--- config.mk ---
export PLATFORM = sky130hd
export DESIGN_NAME = uart_os_rx
export DESIGN_NICKNAME = d
export VERILOG_FILES = /design/src/rtl/uart_os_rx_pkg.sv /design/src/rtl/uart_os_rx_sync.sv /design/src/rtl/uart_os_rx_tick.sv /design/src/rtl/uart_os_rx_frame.sv /design/src/rtl/uart_os_rx.sv
export SDC_FILE = /design/constraint.sdc
export NUM_CORES = 1
export LEC_CHECK = 0
export ABC_CLOCK_PERIOD_IN_PS = 2430
export CAP_MARGIN = 25
export CORE_ASPECT_RATIO = 0.5
export CORE_MARGIN = 5
export CORE_UTILIZATION = 54
export CTS_CLUSTER_DIAMETER = 200
export DETAILED_ROUTE_END_ITERATION = 6
export PLACE_DENSITY = 0.85
export RECOVER_POWER = 25
export SLEW_MARGIN = 15
export SYNTH_ARGS = -nofsm -noshare
export SYNTH_HDL_FRONTEND = slang
export SYNTH_SLANG_ARGS = --single-unit
--- constraint.sdc ---
create_clock -name clk -period 2.43 [get_ports clk]
set_clock_uncertainty 0.1 [all_clocks]
set_input_delay 0.729 -clock clk [delete_from_list [all_inputs] [get_ports clk]]
set_output_delay 0.729 -clock clk [all_outputs]
set_load 0.005 [all_outputs]
--- src/rtl/uart_os_rx_pkg.sv ---
package uart_os_rx_pkg;

  localparam int unsigned OS_WIDE    = 16;
  localparam int unsigned OS_NARROW  = 13;
  localparam int unsigned MID_WIDE   = 8;
  localparam int unsigned MID_NARROW = 6;
  localparam int unsigned OS_CNT_W   = $clog2(OS_WIDE);

  typedef enum logic [2:0] {
    RX_IDLE,
    RX_START,
    RX_DATA,
    RX_PAR,
    RX_STOP
  } rx_state_e;

  typedef struct packed {
    logic       narrow;
    logic [1:0] len_code;
    logic       par_on;
    logic       par_odd;
    logic       two_stop;
  } rx_cfg_t;

endpackage

--- src/rtl/uart_os_rx_sync.sv ---
module uart_os_rx_sync #(
  parameter int unsigned STAGES = 2
) (
  input  logic clk,
  input  logic rst_n,
  input  logic d,
  output logic q
);

  logic [STAGES-1:0] ff_q;
  logic [STAGES-1:0] ff_d;

  always_comb begin
    ff_d = {ff_q[STAGES-2:0], d};
  end

  always_ff @(posedge clk or negedge rst_n) begin
    if (!rst_n) begin
      ff_q <= '1;
    end else begin
      ff_q <= ff_d;
    end
  end

  assign q = ff_q[STAGES-1];

endmodule

--- src/rtl/uart_os_rx_tick.sv ---
module uart_os_rx_tick
  import uart_os_rx_pkg::*;
(
  input  logic clk,
  input  logic rst_n,
  input  logic tick_en,
  input  logic restart,
  input  logic narrow,
  output logic samp_now
);

  localparam logic [OS_CNT_W-1:0] LAST_W = OS_CNT_W'(OS_WIDE - 1);
  localparam logic [OS_CNT_W-1:0] LAST_N = OS_CNT_W'(OS_NARROW - 1);
  localparam logic [OS_CNT_W-1:0] MID_W  = OS_CNT_W'(MID_WIDE - 1);
  localparam logic [OS_CNT_W-1:0] MID_N  = OS_CNT_W'(MID_NARROW - 1);

  logic [OS_CNT_W-1:0] cnt_q;
  logic [OS_CNT_W-1:0] cnt_d;
  logic [OS_CNT_W-1:0] last_val;
  logic [OS_CNT_W-1:0] mid_val;

  always_comb begin
    last_val = narrow ? LAST_N : LAST_W;
    mid_val  = narrow ? MID_N : MID_W;
    cnt_d    = cnt_q;
    if (restart) begin
      cnt_d = '0;
    end else if (tick_en) begin
      cnt_d = (cnt_q == last_val) ? '0 : cnt_q + 1'b1;
    end
  end

  always_ff @(posedge clk or negedge rst_n) begin
    if (!rst_n) begin
      cnt_q <= '0;
    end else begin
      cnt_q <= cnt_d;
    end
  end

  assign samp_now = tick_en && (cnt_q == mid_val);

endmodule

--- src/rtl/uart_os_rx_frame.sv ---
module uart_os_rx_frame
  import uart_os_rx_pkg::*;
#(
  parameter int unsigned DATA_W = 8
) (
  input  logic              clk,
  input  logic              rst_n,
  input  logic              tick_en,
  input  logic              line_s,
  input  logic              samp_now,
  input  rx_cfg_t           cfg_in,
  output logic              restart,
  output rx_cfg_t           cfg_q,
  output logic [DATA_W-1:0] data_q,
  output logic              valid_q,
  output logic              fe_q,
  output logic              pe_q,
  output logic              bk_q
);

  localparam int unsigned IDX_W = $clog2(DATA_W);

  rx_state_e         state_q, state_d;
  logic [IDX_W-1:0]  idx_q, idx_d;
  logic [DATA_W-1:0] shreg_q, shreg_d;
  logic              ones_q, ones_d;
  logic              seen_q, seen_d;
  logic              ferr_q, ferr_d;
  logic              prev_q, prev_d;
  rx_cfg_t           cfg_d;
  logic [DATA_W-1:0] data_d;
  logic              valid_d, fe_d, pe_d, bk_d;
  logic [IDX_W-1:0]  last_idx;
  logic              stop_ferr, stop_seen;

  always_comb begin
    last_idx  = IDX_W'(DATA_W - 4) + IDX_W'(cfg_q.len_code);
    stop_ferr = ferr_q | ~line_s;
    stop_seen = seen_q | line_s;

    state_d = state_q;
    idx_d   = idx_q;
    shreg_d = shreg_q;
    ones_d  = ones_q;
    seen_d  = seen_q;
    ferr_d  = ferr_q;
    cfg_d   = cfg_q;
    prev_d  = tick_en ? line_s : prev_q;
    restart = 1'b0;
    data_d  = data_q;
    valid_d = 1'b0;
    fe_d    = 1'b0;
    pe_d    = 1'b0;
    bk_d    = 1'b0;

    case (state_q)
      RX_IDLE: begin
        if (tick_en && prev_q && !line_s) begin
          restart = 1'b1;
          cfg_d   = cfg_in;
          state_d = RX_START;
          idx_d   = '0;
          shreg_d = '0;
          ones_d  = 1'b0;
          seen_d  = 1'b0;
          ferr_d  = 1'b0;
        end
      end
      RX_START: begin
        if (samp_now) begin
          state_d = line_s ? RX_IDLE : RX_DATA;
        end
      end
      RX_DATA: begin
        if (samp_now) begin
          shreg_d[idx_q] = line_s;
          ones_d = ones_q ^ line_s;
          seen_d = stop_seen;
          if (idx_q == last_idx) begin
            idx_d   = '0;
            state_d = cfg_q.par_on ? RX_PAR : RX_STOP;
          end else begin
            idx_d = idx_q + 1'b1;
          end
        end
      end
      RX_PAR: begin
        if (samp_now) begin
          ones_d  = ones_q ^ line_s;
          seen_d  = stop_seen;
          state_d = RX_STOP;
        end
      end
      RX_STOP: begin
        if (samp_now) begin
          if (cfg_q.two_stop && (idx_q == '0)) begin
            idx_d  = idx_q + 1'b1;
            ferr_d = stop_ferr;
            seen_d = stop_seen;
          end else begin
            valid_d = 1'b1;
            data_d  = shreg_q;
            fe_d    = stop_ferr;
            pe_d    = cfg_q.par_on & (ones_q ^ cfg_q.par_odd);
            bk_d    = ~stop_seen;
            state_d = RX_IDLE;
          end
        end
      end
      default: state_d = RX_IDLE;
    endcase
  end

  always_ff @(posedge clk or negedge rst_n) begin
    if (!rst_n) begin
      state_q <= RX_IDLE;
      idx_q   <= '0;
      shreg_q <= '0;
      ones_q  <= 1'b0;
      seen_q  <= 1'b0;
      ferr_q  <= 1'b0;
      prev_q  <= 1'b1;
      cfg_q   <= '0;
      data_q  <= '0;
      valid_q <= 1'b0;
      fe_q    <= 1'b0;
      pe_q    <= 1'b0;
      bk_q    <= 1'b0;
    end else begin
      state_q <= state_d;
      idx_q   <= idx_d;
      shreg_q <= shreg_d;
      ones_q  <= ones_d;
      seen_q  <= seen_d;
      ferr_q  <= ferr_d;
      prev_q  <= prev_d;
      cfg_q   <= cfg_d;
      data_q  <= data_d;
      valid_q <= valid_d;
      fe_q    <= fe_d;
      pe_q    <= pe_d;
      bk_q    <= bk_d;
    end
  end

endmodule

--- src/rtl/uart_os_rx.sv ---
module uart_os_rx
  import uart_os_rx_pkg::*;
#(
  parameter int unsigned DATA_W      = 8,
  parameter int unsigned SYNC_STAGES = 2
) (
  input  logic              clk,
  input  logic              rst_n,
  input  logic              tick_en,
  input  logic              os13_sel,
  input  logic [1:0]        word_len,
  input  logic              parity_on,
  input  logic              parity_odd,
  input  logic              two_stops,
  input  logic              rxd,
  output logic [DATA_W-1:0] rx_data,
  output logic              rx_valid,
  output logic              frame_err,
  output logic              parity_err,
  output logic              break_det
);

  logic    line_s;
  logic    restart;
  logic    samp_now;
  rx_cfg_t cfg_in;
  rx_cfg_t cfg_q;

  always_comb begin
    cfg_in.narrow   = os13_sel;
    cfg_in.len_code = word_len;
    cfg_in.par_on   = parity_on;
    cfg_in.par_odd  = parity_odd;
    cfg_in.two_stop = two_stops;
  end

  uart_os_rx_sync #(.STAGES(SYNC_STAGES)) u_sync (
    .clk   (clk),
    .rst_n (rst_n),
    .d     (rxd),
    .q     (line_s)
  );

  uart_os_rx_tick u_tick (
    .clk      (clk),
    .rst_n    (rst_n),
    .tick_en  (tick_en),
    .restart  (restart),
    .narrow   (cfg_q.narrow),
    .samp_now (samp_now)
  );

  uart_os_rx_frame #(.DATA_W(DATA_W)) u_frame (
    .clk      (clk),
    .rst_n    (rst_n),
    .tick_en  (tick_en),
    .line_s   (line_s),
    .samp_now (samp_now),
    .cfg_in   (cfg_in),
    .restart  (restart),
    .cfg_q    (cfg_q),
    .data_q   (rx_data),
    .valid_q  (rx_valid),
    .fe_q     (frame_err),
    .pe_q     (parity_err),
    .bk_q     (break_det)
  );

endmodule

### Word-level counts from Yosys, hierarchy flattened

Index checks and enable logic that the tools add are counted.

| operators by class | value |
|---|---|
| div/mod/pow operators | 0 |
| reduce and logical (&&, ||, !) cells | 23 |
| bitwise gates (word level) | 8 |
| equal/unequal tests | 16 |
| shifts and indexed selects | 0 |
| add/sub/neg operators | 3 |
| muxes and demuxes | 51 |
| $mul | 0 |
| magnitude comparators | 2 |

Operators by type and width:

| operator | count |
|---|---|
| 3-bit 2-to-1 mux | 13 |
| 1-bit 2-to-1 mux | 22 |
| 8-bit 2-to-1 mux | 2 |
| 8-bit case mux with 2 select lines | 1 |
| 3-bit case mux with 5 select lines | 1 |
| 4-bit 2-to-1 mux | 3 |
| 2-bit != test, second input constant | 5 |
| 5-bit AND reduction | 2 |
| 3-bit case mux with 3 select lines | 1 |
| 3-bit AND reduction | 3 |
| 8-bit bitwise mux | 1 |
| 4-bit equality test | 2 |
| 2-bit by 1-bit != test with 1-bit output, second input constant | 4 |
| 2-bit nonzero test | 4 |
| 7-bit AND reduction | 1 |
| 3-bit by 2-bit equality test with 1-bit output, second input constant | 2 |
| 3-bit logical NOT | 2 |
| 2-bit 2-to-1 mux | 3 |
| 3-bit nonzero test | 2 |
| 1-bit logical AND | 5 |
| 4-bit by 1-bit adder with 4-bit output, second input constant | 1 |
| 3-bit by 4-bit less-than comparator with 1-bit output, second input constant | 1 |
| 1-bit case mux with 2 select lines | 2 |
| 4-bit AND reduction | 1 |
| 15 further kinds | 19 |

| word-level totals | value |
|---|---|
| memories | 0 |
| register bits | 42 |
| word-level logic and storage cells | 122 |
| output and inout port bits | 12 |
| memory bits (read-only) | 0 |
| bits in writable memories | 0 |
| bits in latches | 0 |

### Logic depth before layout (Yosys ltp)

| logic depth | value |
|---|---|
| depth in word-level cells | 7 |
| depth in mapped cells | 8 |
| gate-level depth less buffers | 7 |

### Hierarchy

Synthesis repeated with hierarchy kept, for this count alone.

| second synthesis, totals | value |
|---|---|
| cell total of the unflattened synthesis | 183 |
| area, all modules | 1980.6 µm² |

Modules (own cells, without submodules):

| module | sequential area each (µm²) | times used | cells an instance | area each (µm²) |
|---|---|---|---|---|
| uart_os_rx_frame | 902.1 | 1 | 153 | 1659.1 |
| uart_os_rx_tick | 100.1 | 1 | 28 | 269.0 |
| uart_os_rx_sync | 52.6 | 1 | 2 | 52.6 |

### Least setup slack after synthesis

OpenSTA, ideal clock, no wires.

| timing path | value |
|---|---|
| kind | input to register |
| start point | in tick_en |
| end point | reg u_frame.data_q[0] |
| stages | 6 |
| path slack | 0.424 ns |
| library setup time | 0.125 ns |
| arrival | 1.781 ns |
| path buffers | 1 |
| cell sequence | nand4b_4 nor2_4 nand2_1 nor2_1 buf_2 mux2_2 |

| on the way | value |
|---|---|
| word-level cells in the longest chain between the ends | 2 |

RTL lines:

| what | RTL line | text |
|---|---|---|
| start, declared | uart_os_rx.sv:9 | `input logic tick_en,` |
| 1-bit logical AND | uart_os_rx_tick.sv:41 | `assign samp_now = tick_en && (cnt_q == mid_val);` |
| 3-bit AND reduction (no source line) | n/a |  |
| end signal, assigned | uart_os_rx_frame.sv:138 | `data_q <= data_d;` |
| end, declared | uart_os_rx_frame.sv:14 | `output logic [DATA_W-1:0] data_q,` |

Every way passes these cells.
A chain may end at the register's enable or synchronous reset.

### Worst setup path in the final report

| timing path | value |
|---|---|
| start point | in tick_en |
| end point | reg u_frame.data_q[5] |

Same word-level chain as after synthesis.

==> impl_results.md <==
* CTS H-Tree Depth at 2
* TritonRoute pass-1 iters at 4
* Synth Area in XOR/XNOR at 2.232%
* CP max-delay cell: clkdlybuf4s50_1
* WL/cell at 13.99 um
* Max_cap viols at 0
* DP Worst Slack at -0.1290 ns
* Top achievable clock speed at 0.4448 GHz
* Yosys top cell by area: dfrtp_1
* CP Capture Type: flop
* Hold buffers post-CTS at 0
* Leak Pwr at 1.112 nW
* Mapped Avg Cell Area at 10.38 um2
* Cell area after synthesis at 1962 um2
* Gate power share at 21.9%
* Worst skew pair latency at 0.30 ns
* CP max stage delay at 0.52 ns
* Fin crit period at 2.248 ns
* Compound-gate portion of the synthesized area at 7.334%
* Final worst slack at 0.1819 ns
* Cell area after layout at 2414 um2
* Most common flop cell mapped by yosys: dfrtp_1
* Sequential area share after synthesis at 53.76%
* Fin cells at 272
* Final Max Slew Viols at 0
* Die width at 95.24 um
* Overall power at 2.091 mW
* Yosys top cell area share at 49.74%
* Unrepaired setup endpoints after global routing: false
* Die area at 5012 um2
* Setup Fix Bufs, Post-CTS at 0
* Synthesized Nets at 202
* Hold_ws at 0.2600 ns
* Mux contribution to synthesized area at 10.40%
* Top cells by area, synth: dfrtp_1 (50%), nand2_1 (6.5%), mux2_2 (6.3%)
* Die H at 52.62 um
* Max-slew headroom at 32.12%
* # nets final at 233
* Placed cells at 264
* Clock slew at reported path FFs at 0.08 ns
* Post-Synth Simple-Gate Area at 20.85%
* Largest net degree at the start of global routing at 43
* TritonCTS Buffers at 5
* Final worst-path cycle share at 92.51%
* CP Launch Type: primary input
* Detailed-route via count at 1,483
* #FFs+latches synth at 42
* Min-delay worst type: reg -> reg
* Total wire length at 3.806 mm
* Met1 Use GR at 22.60%
* Setup TNS at 0 ns
* Largest family of logic cells by synthesized area: simple AND/OR/NAND/NOR gates
* # setup viols final at 0
* Cell area power density at 866.2 nW/um2
* Setup slack, reg-to-reg at 0.37 ns
* First-pass GRT wire length at 6.734 mm
* Area after DPL at 2278 um2
* Clock Path Buffers at 2
* Core ar. at 3472 um2
* Critical setup path kind: in -> reg
* Boundary Pins at 22
* Crit-path cells: clkdlybuf4s50_1 > nand4b_4 > nor2_4 > nand2_1 > nor2_1 > buf_4 > mux2_2
* Num rows at 15
* Critical Path RT at 2.51 ns
* Initial antenna violation count at 0
* Sequential power share at 46.8%
* # DRC at 0
* Clock power share at 31.3%
* Post-route ant nets at 0
* Post-detail-place hpwl at 2.754 mm
* Sw frac at 31.42%
* Outcome: complete, no violations
* GR peak layer: met2
* Port bufs at 21
* Async S/R FF share, synth at 100.0%
* Worst-path fanout max at 10
* Vias in the first global route at 1,455
* EDFF count, synth at 0
* Worst EP arrival at 2.33 ns
* Via/cell ratio at 5.452
* Peak VDD IR at 0.4580 mV
* Internal at 1.434 mW
* Clock root buffer: clkbuf_8
* Grt ovf at 0
* Share of cells above drive strength 1 at 17.65%
* ANT cells at 0
* Post-synthesis adder-cell area fraction at 1.913%
* Final hold viol count at 0
* Detailed Route Iter0 Violations at 67
* Gate Count Post-Synth at 189
* Initial core utilization at 56.50%
* Post-cts resize count at 0
* Util after Layout at 69.51%
* CTS tree: built
* GR Util met3 at 4.017%
* Filler instances at 257
* P&R area growth vs syn at 23.02%
* Synth warn at 0
* Unique masters post-synth at 38
* Routability Congestion at 0.8540
* All-Layer GR Usage at 17.86%
* # clock sinks at 42
* Worst-margin pin slew at 1.018 ns
* Psw at 0.6568 mW
* Met2 GRT Util at 29.43%
[per-layer routing]
layer  up-vias  routed length [um]
met5         -                   0
met4         0                  76
met3         9                 174
met2        34                1830
met1       722                1724
li1        718                   -
[path summary, 6_finish.rpt]
| check | from | endpoint | depth (start not counted) |
|---|---|---|---|
| setup reg to reg | u_frame.idx_q[0]$_DFFE_PN0P_ | u_frame.data_q[5]$_DFFE_PN0P_ | 7 |
| min in group asynchronous | rst_n | u_tick.cnt_q[0]$_DFFE_PN0P_ | 2 |
| setup / recovery | tick_en | u_frame.data_q[5]$_DFFE_PN0P_ | 7 |
| max in group asynchronous | rst_n | u_frame.idx_q[0]$_DFFE_PN0P_ | 2 |
| hold / removal | u_sync.ff_q[0]$_DFF_PN1_ | u_sync.ff_q[1]$_DFF_PN1_ | 0 |
| hold reg to reg | u_sync.ff_q[0]$_DFF_PN1_ | u_sync.ff_q[1]$_DFF_PN1_ | 0 |
[kinds of logic after synthesis]
logic type | count (synthesis)
AND/OR/NAND/NOR | 79
flip-flops | 42
AO/OA/AOI/OAI | 24
multiplexers | 19
buffers and inverters | 17
XOR/XNOR | 5
adder cells (fa/ha/maj) | 3
[critical path, delay by kind of cell]
family,cells,cell delay [ns]
buffers and inverters,2,0.73
muxes,1,0.34
and+or+nand+nor,4,0.51
[cells in the final DEF (no fill, tap or decap), types with 2 or more instances in the layout]
| cell type | netlist | routed |
|---|---|---|
| a21oi_1 | 5 | 5 |
| buf_4 | 0 | 10 |
| bufinv_16 | 0 | 2 |
| clkbuf_8 | 0 | 5 |
| clkdlybuf4s50_1 | 0 | 19 |
| dfrtp_1 | 39 | 39 |
| dfstp_2 | 3 | 3 |
| ha_1 | 3 | 3 |
| inv_1 | 8 | 8 |
| mux2_2 | 11 | 11 |
| mux2i_1 | 8 | 8 |
| nand2_1 | 34 | 34 |
| nand2b_1 | 6 | 6 |
| nand3_1 | 9 | 9 |
| nand4_1 | 2 | 2 |
| nor2_1 | 8 | 8 |
| nor3_1 | 5 | 5 |
| nor4_1 | 5 | 5 |
| o21ai_0 | 9 | 9 |
| o22ai_1 | 3 | 3 |
| xor2_1 | 4 | 4 |
[cell type report]
class / count / area, um2 / share of cell area (%)
clock inverter: 3 / 68.82 / 2.851
tap: 51 / 63.81 / 2.644
sequential: 42 / 1055 / 43.70
timing repair buffer: 32 / 285.3 / 11.82
multi-input combinational: 130 / 838.3 / 34.73
inverter: 9 / 33.78 / 1.400
clock buffer: 5 / 68.82 / 2.851
[power by group through the flow]
stage | logic, mW | clock network [mW] | registers [mW]
detailed placement | 0.457 | 0 | 0.987
CTS | 0.461 | 0.667 | 0.977
finish | 0.457 | 0.655 | 0.978
global route | 0.517 | 0.693 | 1.00
floorplan | 0.369 | 0 | 0.928
global placement | 0.437 | 0 | 0.976
[cells in the mapped netlist, types with 2 or more instances]
master / instances
o22ai_1: 3
clkbuf_1: 4
nor2_1: 8
xor2_1: 4
buf_2: 4
dfstp_2: 3
mux2i_1: 8
inv_1: 8
a21oi_1: 5
o21ai_0: 9
nor4_1: 5
nand2b_1: 6
mux2_2: 11
nand2_1: 34
dfrtp_1: 39
ha_1: 3
nor3_1: 5
nand4_1: 2
nand3_1: 9
[state kept, by name (all words and copies together) (netlist names), 2 cells and up]
name             flops
u_frame.cfg_q        6
u_frame.shreg_q      8
u_frame.data_q       8
u_frame.idx_q        3
u_tick.cnt_q         4
u_sync.ff_q          2
u_frame.state_q      3
(Power assumes the default switching activity.)
